## config.mk

```make
export PLATFORM = sky130hd
export DESIGN_NAME = flash_cmd_seq
export DESIGN_NICKNAME = d
export VERILOG_FILES = /design/src/rtl/flash_seq_pkg.sv /design/src/rtl/flash_seq_ctrl.sv /design/src/rtl/flash_seq_dp.sv /design/src/rtl/flash_cmd_seq.sv
export SDC_FILE = /design/constraint.sdc
export NUM_CORES = 1
export LEC_CHECK = 0
export ABC_AREA = 1
export BUFFER_PORTS_ARGS = -buffer_cell sky130_fd_sc_hd__buf_2
export CAP_MARGIN = 30
export CELL_PAD_IN_SITES_DETAIL_PLACEMENT = 0
export CELL_PAD_IN_SITES_GLOBAL_PLACEMENT = 1
export CORE_ASPECT_RATIO = 0.6
export CORE_UTILIZATION = 37
export DETAILED_ROUTE_END_ITERATION = 6
export PLACE_DENSITY_LB_ADDON = 0.1
export REMOVE_ABC_BUFFERS = 1
export SKIP_LAST_GASP = 1
export SLEW_MARGIN = 25
export SYNTH_ARGS = -nofsm -noshare
export SYNTH_HDL_FRONTEND = slang
export SYNTH_SLANG_ARGS = --single-unit
```

## constraint.sdc

```tcl
create_clock -name clk -period 1.74 [get_ports clk]
set_input_delay 0.261 -clock clk [delete_from_list [all_inputs] [get_ports clk]]
set_output_delay 0.261 -clock clk [all_outputs]
set_load 0.02 [all_outputs]
```

## src/rtl/flash_seq_pkg.sv

```systemverilog
package flash_seq_pkg;
  localparam int ADDR_W = 24;

  typedef enum logic [2:0] {ST_IDLE, ST_COLLECT, ST_PROG, ST_READ, ST_FIXED} seqState_e;
  typedef enum logic [1:0] {RS_ZERO, RS_ARRAY, RS_STATUS, RS_ID} respSel_e;
  typedef enum logic [1:0] {EK_SMALL, EK_MID, EK_SECTOR, EK_CHIP} eraseKind_e;

  localparam logic [7:0] OP_NOP   = 8'h00;
  localparam logic [7:0] OP_WRST  = 8'h01;
  localparam logic [7:0] OP_PROG1 = 8'h02;
  localparam logic [7:0] OP_RD    = 8'h03;
  localparam logic [7:0] OP_WDIS  = 8'h04;
  localparam logic [7:0] OP_RDST  = 8'h05;
  localparam logic [7:0] OP_WEN   = 8'h06;
  localparam logic [7:0] OP_RDF   = 8'h0B;
  localparam logic [7:0] OP_ERS   = 8'h20;
  localparam logic [7:0] OP_PROG4 = 8'h32;
  localparam logic [7:0] OP_RD2O  = 8'h3B;
  localparam logic [7:0] OP_ERM   = 8'h52;
  localparam logic [7:0] OP_RD4O  = 8'h6B;
  localparam logic [7:0] OP_RDID  = 8'h9F;
  localparam logic [7:0] OP_PROG2 = 8'hA2;
  localparam logic [7:0] OP_RD2IO = 8'hBB;
  localparam logic [7:0] OP_CHIP  = 8'hC7;
  localparam logic [7:0] OP_ERSEC = 8'hD8;
  localparam logic [7:0] OP_RD4IO = 8'hEB;

  typedef struct packed {
    logic       shiftAddr;
    logic       advRead;
    logic       advProg;
    logic       eraseReq;
    eraseKind_e eraseKind;
    logic       errReq;
    respSel_e   respSel;
    logic [2:0] fixIdx;
  } seqStrobe_t;
endpackage

```

## src/rtl/flash_seq_ctrl.sv

```systemverilog
module flash_seq_ctrl
  import flash_seq_pkg::*;
#(
  parameter logic [7:0] MFR_ID  = 8'h20,
  parameter bit         HAS_EXT = 1'b1
) (
  input  logic       clk,
  input  logic       rstN,
  input  logic       csAssert,
  input  logic       rxValid,
  input  logic [7:0] rxByte,
  output seqState_e  stateQ,
  output logic       welQ,
  output seqStrobe_t strb
);
  localparam bit SHORT_IO = (MFR_ID == 8'hEF) || (MFR_ID == 8'h01);
  localparam logic [2:0] ID_LEN = HAS_EXT ? 3'd5 : 3'd3;

  seqState_e  stateD;
  logic [7:0] cmdQ, cmdD;
  logic [3:0] needQ, needD, cntQ, cntD, cntNext;
  logic [2:0] fixIdxQ, fixIdxD, fixLenQ, fixLenD, fixNext;
  logic       welD;

  function automatic logic [3:0] collectLen(input logic [7:0] op);
    case (op)
      OP_RD, OP_PROG1, OP_PROG2, OP_PROG4, OP_ERS, OP_ERM, OP_ERSEC: return 4'd3;
      OP_RDF, OP_RD2O, OP_RD4O: return 4'd4;
      OP_RD2IO: return SHORT_IO ? 4'd4 : 4'd5;
      OP_RD4IO: return SHORT_IO ? 4'd6 : 4'd8;
      default: return 4'd0;
    endcase
  endfunction

  function automatic logic isRead(input logic [7:0] op);
    return op inside {OP_RD, OP_RDF, OP_RD2O, OP_RD4O, OP_RD2IO, OP_RD4IO};
  endfunction

  function automatic logic isProg(input logic [7:0] op);
    return op inside {OP_PROG1, OP_PROG2, OP_PROG4};
  endfunction

  assign cntNext = cntQ + 4'd1;
  assign fixNext = fixIdxQ + 3'd1;

  always_comb begin
    strb    = '0;
    stateD  = stateQ;
    cmdD    = cmdQ;
    needD   = needQ;
    cntD    = cntQ;
    fixIdxD = fixIdxQ;
    fixLenD = fixLenQ;
    welD    = welQ;
    strb.fixIdx = fixIdxQ;
    case (stateQ)
      ST_READ:  strb.respSel = RS_ARRAY;
      ST_FIXED: strb.respSel = (cmdQ == OP_RDST) ? RS_STATUS : RS_ID;
      default:  strb.respSel = RS_ZERO;
    endcase
    if (csAssert) begin
      stateD  = ST_IDLE;
      cntD    = '0;
      fixIdxD = '0;
    end else if (rxValid) begin
      case (stateQ)
        ST_IDLE: begin
          cmdD    = rxByte;
          cntD    = '0;
          fixIdxD = '0;
          if (collectLen(rxByte) != 4'd0) begin
            needD  = collectLen(rxByte);
            stateD = ST_COLLECT;
          end else begin
            case (rxByte)
              OP_WRST: if (welQ) begin
                needD  = 4'd1;
                stateD = ST_COLLECT;
              end else strb.errReq = 1'b1;
              OP_WDIS: welD = 1'b0;
              OP_WEN:  welD = 1'b1;
              OP_RDST: begin fixLenD = 3'd1; stateD = ST_FIXED; end
              OP_RDID: begin fixLenD = ID_LEN; stateD = ST_FIXED; end
              OP_CHIP: if (welQ) begin
                strb.eraseReq  = 1'b1;
                strb.eraseKind = EK_CHIP;
              end else strb.errReq = 1'b1;
              OP_NOP: ;
              default: strb.errReq = 1'b1;
            endcase
          end
        end
        ST_COLLECT: begin
          strb.shiftAddr = (cntQ < 4'd3);
          cntD = cntNext;
          if (cntNext == needQ) begin
            stateD = ST_IDLE;
            if (isRead(cmdQ)) stateD = ST_READ;
            else if (isProg(cmdQ)) stateD = ST_PROG;
            else if (cmdQ == OP_WRST) welD = 1'b0;
            else if (welQ) begin
              strb.eraseReq  = 1'b1;
              strb.eraseKind = (cmdQ == OP_ERS) ? EK_SMALL :
                               (cmdQ == OP_ERM) ? EK_MID : EK_SECTOR;
            end else strb.errReq = 1'b1;
          end
        end
        ST_PROG: strb.advProg = 1'b1;
        ST_READ: strb.advRead = 1'b1;
        ST_FIXED: begin
          fixIdxD = fixNext;
          if (fixNext == fixLenQ) begin
            stateD  = ST_IDLE;
            fixIdxD = '0;
          end
        end
        default: stateD = ST_IDLE;
      endcase
    end
  end

  always_ff @(posedge clk or negedge rstN) begin
    if (!rstN) begin
      stateQ  <= ST_IDLE;
      cmdQ    <= '0;
      needQ   <= '0;
      cntQ    <= '0;
      fixIdxQ <= '0;
      fixLenQ <= '0;
      welQ    <= 1'b0;
    end else begin
      stateQ  <= stateD;
      cmdQ    <= cmdD;
      needQ   <= needD;
      cntQ    <= cntD;
      fixIdxQ <= fixIdxD;
      fixLenQ <= fixLenD;
      welQ    <= welD;
    end
  end
endmodule

```

## src/rtl/flash_seq_dp.sv

```systemverilog
module flash_seq_dp
  import flash_seq_pkg::*;
#(
  parameter int unsigned DEV_SIZE = 1 << 20,
  parameter logic [7:0]  MFR_ID   = 8'h20,
  parameter logic [15:0] DEV_ID   = 16'hBA16,
  parameter logic [15:0] EXT_ID   = 16'h4D00
) (
  input  logic              clk,
  input  logic              rstN,
  input  logic [7:0]        rxByte,
  input  seqStrobe_t        strb,
  input  logic              welQ,
  input  logic [7:0]        arrReadData,
  output logic [ADDR_W-1:0] arrAddr,
  output logic [7:0]        txByte,
  output logic              progValid,
  output logic [ADDR_W-1:0] progAddr,
  output logic [7:0]        progData,
  output logic              eraseValid,
  output logic [1:0]        eraseKind,
  output logic [ADDR_W-1:0] eraseAddr,
  output logic              errPulse
);
  localparam logic [ADDR_W-1:0] LAST = ADDR_W'(DEV_SIZE - 1);

  logic [ADDR_W-1:0] addrQ, shifted;
  logic [7:0]        idByte;

  assign shifted = {addrQ[ADDR_W-9:0], rxByte};
  assign arrAddr = addrQ;

  always_comb begin
    case (strb.fixIdx)
      3'd0:    idByte = MFR_ID;
      3'd1:    idByte = DEV_ID[15:8];
      3'd2:    idByte = DEV_ID[7:0];
      3'd3:    idByte = EXT_ID[15:8];
      default: idByte = EXT_ID[7:0];
    endcase
    case (strb.respSel)
      RS_ARRAY:  txByte = arrReadData;
      RS_STATUS: txByte = {6'b0, welQ, 1'b0};
      RS_ID:     txByte = idByte;
      default:   txByte = 8'h00;
    endcase
  end

  always_ff @(posedge clk or negedge rstN) begin
    if (!rstN) begin
      addrQ      <= '0;
      progValid  <= 1'b0;
      progAddr   <= '0;
      progData   <= '0;
      eraseValid <= 1'b0;
      eraseKind  <= '0;
      eraseAddr  <= '0;
      errPulse   <= 1'b0;
    end else begin
      if (strb.shiftAddr)    addrQ <= shifted;
      else if (strb.advRead) addrQ <= (addrQ >= LAST) ? '0 : addrQ + 1'b1;
      else if (strb.advProg) addrQ <= addrQ + 1'b1;
      progValid <= strb.advProg;
      if (strb.advProg) begin
        progAddr <= addrQ;
        progData <= rxByte;
      end
      eraseValid <= strb.eraseReq;
      if (strb.eraseReq) begin
        eraseKind <= strb.eraseKind;
        eraseAddr <= (strb.eraseKind == EK_CHIP) ? '0 : shifted;
      end
      errPulse <= strb.errReq;
    end
  end
endmodule

```

## src/rtl/flash_cmd_seq.sv

```systemverilog
module flash_cmd_seq
  import flash_seq_pkg::*;
#(
  parameter int unsigned DEV_SIZE = 1 << 20,
  parameter logic [7:0]  MFR_ID   = 8'h20,
  parameter logic [15:0] DEV_ID   = 16'hBA16,
  parameter logic [15:0] EXT_ID   = 16'h4D00
) (
  input  logic        clk,
  input  logic        rstN,
  input  logic        csAssert,
  input  logic        rxValid,
  input  logic [7:0]  rxByte,
  output logic [7:0]  txByte,
  output logic [23:0] arrAddr,
  input  logic [7:0]  arrReadData,
  output logic        progValid,
  output logic [23:0] progAddr,
  output logic [7:0]  progData,
  output logic        eraseValid,
  output logic [1:0]  eraseKind,
  output logic [23:0] eraseAddr,
  output logic        errPulse
);
  seqState_e  seqState;
  logic       welQ;
  seqStrobe_t strb;

  flash_seq_ctrl #(.MFR_ID(MFR_ID), .HAS_EXT(EXT_ID != 16'h0)) i_ctrl (
    .clk(clk), .rstN(rstN), .csAssert(csAssert), .rxValid(rxValid),
    .rxByte(rxByte), .stateQ(seqState), .welQ(welQ), .strb(strb)
  );

  flash_seq_dp #(.DEV_SIZE(DEV_SIZE), .MFR_ID(MFR_ID), .DEV_ID(DEV_ID), .EXT_ID(EXT_ID)) i_dp (
    .clk(clk), .rstN(rstN), .rxByte(rxByte), .strb(strb), .welQ(welQ),
    .arrReadData(arrReadData), .arrAddr(arrAddr), .txByte(txByte),
    .progValid(progValid), .progAddr(progAddr), .progData(progData),
    .eraseValid(eraseValid), .eraseKind(eraseKind), .eraseAddr(eraseAddr),
    .errPulse(errPulse)
  );
endmodule

```

## Yosys cells after proc, flatten, opt, wreduce, memory -nomap -nowiden

Cells that the tools add are included.

- Bits in registers: 111
- Bits of input ports: 20

- Bitwise gates (word level): 2
- Eq/ne operators: 55
- $lt $le $gt $ge: 2
- Reduce and logical (&&, ||, !) cells: 27
- $add $sub $neg: 3
- Multiplexer cells: 59

Operators by type and width:

| operator | number |
|---|---|
| $mux 24 | 5 |
| $eq 8x8->1 const B | 9 |
| $mux 4 | 13 |
| $eq 8x6->1 const B | 6 |
| $mux 3 | 13 |
| $eq 8x2->1 const B | 4 |
| $eq 8x3->1 const B | 4 |
| $eq 8x7->1 const B | 4 |
| $pmux 8 s4 | 1 |
| $add 24x1->24 const B | 1 |
| $ge 24x20->1 const B | 1 |
| $pmux 8 s3 | 1 |
| $pmux 3 s2 | 3 |
| $eq 8x1->1 const B | 2 |
| $eq 8x4->1 const B | 2 |
| $pmux 4 s2 | 2 |
| $pmux 4 s4 | 1 |
| $mux 7 | 2 |
| $eq 3x2->1 const B | 4 |
| $pmux 3 s4 | 1 |
| $reduce_bool 3->1 | 4 |
| $mux 1 | 10 |
| $reduce_and 5->1 | 2 |
| $reduce_bool 2->1 | 5 |
| 31 further kinds | 48 |

## Logic depth before layout (Yosys ltp)

- Depth in word-level cells: 14
- Mapped depth: 15
- Mapped depth without buffers: 15

## Hierarchy

A second synthesis with hierarchy kept.

- Cell total of the unflattened synthesis: 779
- Area total of the unflattened synthesis: 6092.1 um^2

By module, submodules not included:

| module | times used | cells an instance | area each (um^2) |
|---|---|---|---|
| flash_seq_dp | 1 | 487 | 4186.5 |
| flash_seq_ctrl | 1 | 292 | 1905.6 |

## Least setup slack after synthesis

OpenSTA, ideal clock, no wires.

- Path kind: register -> register
- Start: reg i_ctrl.cntQ[0]
- End: reg i_dp.eraseAddr[3]
- Clock period less this slack: 1793 ps
- Stages on the path, launching flop included: 15
- Required time: 1618 ps
- Path slack: -53 ps
- Data arrival time: 1671 ps
- Cell sequence: dfrtp_1 > ha_1 > inv_1 > nand2_1 > nand3b_1 > nand2_1 > nor2_1 > nand2_1 > nor2_1 > nand2_2 > nand2_2 > nand2_4 > buf_6 > nand2_1 > o21ai_2

- Longest elaborated chain between the ends: 8

Ends and longest elaborated chain:

| item | line | text |
|---|---|---|
| start, declared | flash_seq_ctrl.sv:21 | `logic [3:0] needQ, needD, cntQ, cntD, cntNext;` |
| start signal, assigned | flash_seq_ctrl.sv:135 | `cntQ <= cntD;` |
| $add 4x1->4 * | flash_seq_ctrl.sv:43 | `assign cntNext = cntQ + 4'd1;` |
| $eq 4x4->1 * | flash_seq_ctrl.sv:96 | `if (cntNext == needQ) begin` |
| $mux 4 * | flash_seq_ctrl.sv:96 |  |
| $pmux 4 s2 * | flash_seq_ctrl.sv:66 | `case (stateQ)` |
| $mux 7 * | flash_seq_ctrl.sv:65 | `end else if (rxValid) begin` |
| $mux 7 * | flash_seq_ctrl.sv:61 | `if (csAssert) begin` |
| $eq 2x2->1 | flash_seq_dp.sv:71 | `eraseAddr <= (strb.eraseKind == EK_CHIP) ? '0 : shifted;` |
| $mux 24 | flash_seq_dp.sv:71 |  |
| end signal, assigned | flash_seq_dp.sv:71 |  |
| end, declared | flash_seq_dp.sv:22 | `output logic [ADDR_W-1:0] eraseAddr,` |

Every way passes the cells marked *; elsewhere a longest branch is shown, timed or not.
A chain may end at the register's enable or synchronous reset.

## Worst setup path after layout

- Start: reg i_ctrl.cmdQ[7]
- End: out txByte[1]

- Longest elaborated chain between the ends: 5
- Elaborated cells on any way between the ends: 7

Ends and longest elaborated chain:

| item | line | text |
|---|---|---|
| start, declared | flash_seq_ctrl.sv:20 | `logic [7:0] cmdQ, cmdD;` |
| start signal, assigned | flash_seq_ctrl.sv:133 | `cmdQ <= cmdD;` |
| $eq 8x3->1 * | flash_seq_ctrl.sv:58 | `ST_FIXED: strb.respSel = (cmdQ == OP_RDST) ? RS_STATUS : RS_ID;` |
| $mux 1 * | flash_seq_ctrl.sv:58 |  |
| $pmux 2 s2 * | flash_seq_ctrl.sv:56 | `case (stateQ)` |
| $eq 2x2->1 or $eq 2x1->1 (tied branches) | flash_seq_dp.sv:41 | `case (strb.respSel)` |
| $pmux 8 s3 * | flash_seq_dp.sv:41 |  |
| end, declared | flash_cmd_seq.sv:14 | `output logic [7:0] txByte,` |

Marks and branches as above.

==> flow_metrics.py <==
metrics = {
    "run_status": {
        "status": "finished with violations",
        "failed_checks": "DRC, setup timing",
    },
    "setup_path": {
        "crit_family": "simple AND/OR/NAND/NOR gates",
        "required_ps": 1480,
        "worst-path-buf-inv": 2,
        "path_cells": "nor2_4 > nand3_2 > nor4_2 > buf_4 > nor3_4 > o21ai_2 > nand3_1 > buf_2",
        "worstPathArrival_ps": 1740,
        "critPathMaxStageDelay_ps": 410,
        "critPathMaxFanout": 4,
        "critPathCaptureType": "primary output",
        "cp-start-kind": "flip-flop",
        "critPathKind": "reg2out",
        "r2r_slack_ps": -220,
        "critPathSlowestCell": "dfrtp_1",
    },
    "place": {
        "gp_congestion": 0.904,
        "post_dp_cell_area_um2": 7720,
        "dp_cells": 1161,
        "dp_hpwl_um": 15200,
        "io_buffers": 112,
    },
    "final_layout": {
        "final_common_cell": "nand2_1",
        "areaGrowthSynthToFinish_pct": 54.6,
        "nFillCells": 1385,
        "fin_area_um2": 9240,
        "final_nets": 1028,
        "n_antenna_cell": 0,
        "final_cells": 1210,
        "layout_common_cells": "nand2_1, buf_4, dfrtp_1",
        "regArea_um2": 2760,
        "drive_gt1_frac": 0.456,
        "multi_input_area_um2": 3400,
    },
    "synth": {
        "ys_warn_count": 0,
        "syn_area_per_cell_um2": 8.17,
        "synth_top_cell_by_area": "dfrtp_1",
        "syn_area_um2": 5980,
        "synth_flop_cell": "dfrtp_1",
        "yosys-top-cells-area": "dfrtp_1, nand2_1, inv_1",
        "yosysUniqueCellTypes": 46,
        "synth_edf_count": 0,
        "async_flop_share": 1.00,
        "yosysTopAreaCellShare": 0.461,
        "syn_inst": 731,
        "synth_seq_cells": 110,
        "ys_seq_area_frac": 0.461,
    },
    "detailed_routing": {
        "drc": 10,
        "first_iter_violations": 438,
        "drt-wirelength-per-cell_um": 17.7,
        "first_pass_iters": 7,
        "antenna_left": 0,
        "drt_wl_total_um": 21400,
        "viasPerCell": 5.11,
        "num_vias": 6189,
    },
    "pwr": {
        "power.density_nw_per_um2": 1090,
        "ir_drop_v": 0.000538,
        "leakage_uw": 0.00461,
    },
    "clocking": {
        "clk_latency_ps": 350,
        "root_buffer": "clkbuf_16",
        "cts_buffers": 9,
        "cts_tree": "built",
        "cts_max_path_buffers": 2,
        "htree_num_levels": 3,
        "path_clk_slew_ps": 80,
        "clock-sinks": 110,
    },
    "timing": {
        "timing.final.max_slew_violations": 0,
        "period_minus_slack_ps": 2000,
        "slew-limit-headroom": 0.693,
        "worstMarginPinSlew_ps": 457,
        "fin_skew_ps": 10.1,
        "max_freq_mhz": 499,
        "period_share": 1.15,
        "hold_viol": 0,
        "setup_slack_ps": -264,
        "setup_viol": 60,
        "grt_setup_unrepaired": "true",
    },
    "die": {
        "num_rows": 35,
        "floorplan.die_area_um2": 16700,
        "fp.dieW_um": 166,
        "initial_core_util": 0.384,
        "die_h_um": 100,
        "ios": 113,
        "core_area_um2": 15500,
    },
    "global_route": {
        "grt_usage": 0.262,
        "grt_pass1_vias": 6060,
        "globalRouteOverflowTotal": 0,
        "antenna_found_initial": 0,
        "grt_max_degree": 64,
        "grt_pass1_wl_um": 33900,
    },
    "run": {
        "max_cap_viol_count": 0,
    },
    "min_path": {
        "hp-class": "in2reg",
    },
}
[power breakdown]
group	internal, uW	total [uW]	leakage, uW	switching, uW
clock network	1430	2500	0.000169	1070
logic	1770	4200	0.00301	2430
registers	2940	3370	0.00143	431
total	6140	10100	0.00461	3930
[synth_stat cells (2+ instances only)]
master,number
a21oi_1,3
buf_2,10
buf_4,2
buf_6,6
dfrtp_1,110
ha_1,6
inv_1,73
inv_2,11
nand2_1,214
nand2_2,5
nand2_4,3
nand3_1,32
nand3b_1,3
nand4_1,21
nor2_1,34
nor2_2,8
nor2_4,4
nor3_1,17
nor3_2,2
nor4_1,3
o211ai_1,4
o21ai_0,22
o21ai_1,39
o21ai_2,18
o21bai_1,19
o221ai_1,2
o22ai_1,24
o32ai_1,2
xor2_1,17
[metal layers]
layer,wire [um],track usage,vias to the layer above
met3,1510,0.0426,18
met4,163,0.0403,0
met5,0,0,-
li1,-,-,2963
met2,8580,0.367,201
met1,11100,0.421,3007
[worst reg2reg max path: stages, from the launching register on]
cell and delay, ps:
dfrtp_2 450, ha_4 190, nand2_2 90, nand2_2 60
nand2_1 50, nand2_1 60, nor2_2 110, nand2_2 70
nor2_2 90, nand2_2 80, nand2_4 100, nand2_8 100
buf_6 160, buf_12 140, nand2_4 60, o21ai_2 50
[stage by stage]
| step | total power (uW) | setup slack, ps | util | hold slack [ps] | setup TNS [ps] |
|---|---|---|---|---|---|
| CTS | 9720 | -297 | 0.569 | 203 | -7480 |
| floorplan | 5170 | -221 | - | -34.6 | -6800 |
| global route | 10600 | -358 | 0.594 | 225 | -14120 |
| finish | 10100 | -264 | 0.594 | 211 | -8400 |
| global placement | 6990 | -172 | 0.497 | 158 | -4080 |
| detailed placement | 7050 | -183 | 0.497 | 164 | -5170 |
[logic make-up after synthesis]
logic type,after synthesis,synth area share
AND/OR/NAND/NOR,359,0.282
AO/OA/AOI/OAI,135,0.143
flip-flops,110,0.461
buffers and inverters,103,0.0756
XOR/XNOR,18,0.0264
adder cells (fa/ha/maj),6,0.0126
[registers in the layout, indices dropped and copies added (netlist names), 2 cells and up]
register,cells
i_dp.arrAddr,24
i_dp.eraseAddr,24
i_dp.progAddr,24
i_ctrl.cmdQ,8
i_dp.progData,8
i_ctrl.cntQ,4
i_ctrl.needQ,4
i_ctrl.fixIdxQ,3
i_ctrl.stateQ,3
i_ctrl.fixLenQ,2
i_dp.eraseKind,2
[timing repair]
| item | 4_1_cts | 5_1_grt |
|---|---|---|
| setup endpoints to repair | 64 | 98 |
| buffers inserted | 16 | 12 |
| hold buffers | 1 | 0 |
| pin swaps | 22 | 31 |
| cloned | 8 | 1 |
| gates resized for setup | 117 | 89 |
| hold endpoints to repair | 19 | 0 |
[final cells by class]
class | count | area share
clock inverter | 7 | 0.0137
sequential | 110 | 0.298
timing repair buffer | 279 | 0.233
clock buffer | 9 | 0.0244
inverter | 84 | 0.0360
tap | 203 | 0.0275
multi-input combinational | 518 | 0.368
[final timing paths]
kind                                   from                 to  depth (start not counted)
max in group asynchronous              rstN     i_ctrl.cntQ[1]                          3
min reg2reg                i_dp.progData[0]   i_dp.progData[0]                          2
min                               rxByte[1]     i_ctrl.cmdQ[1]                          3
min in group asynchronous              rstN  i_dp.progAddr[19]                          2
max reg2reg                  i_ctrl.cntQ[1]  i_dp.eraseAddr[6]                         15
max                          i_ctrl.cmdQ[7]          txByte[1]                          8
Power figures use the tool's default switching activity.
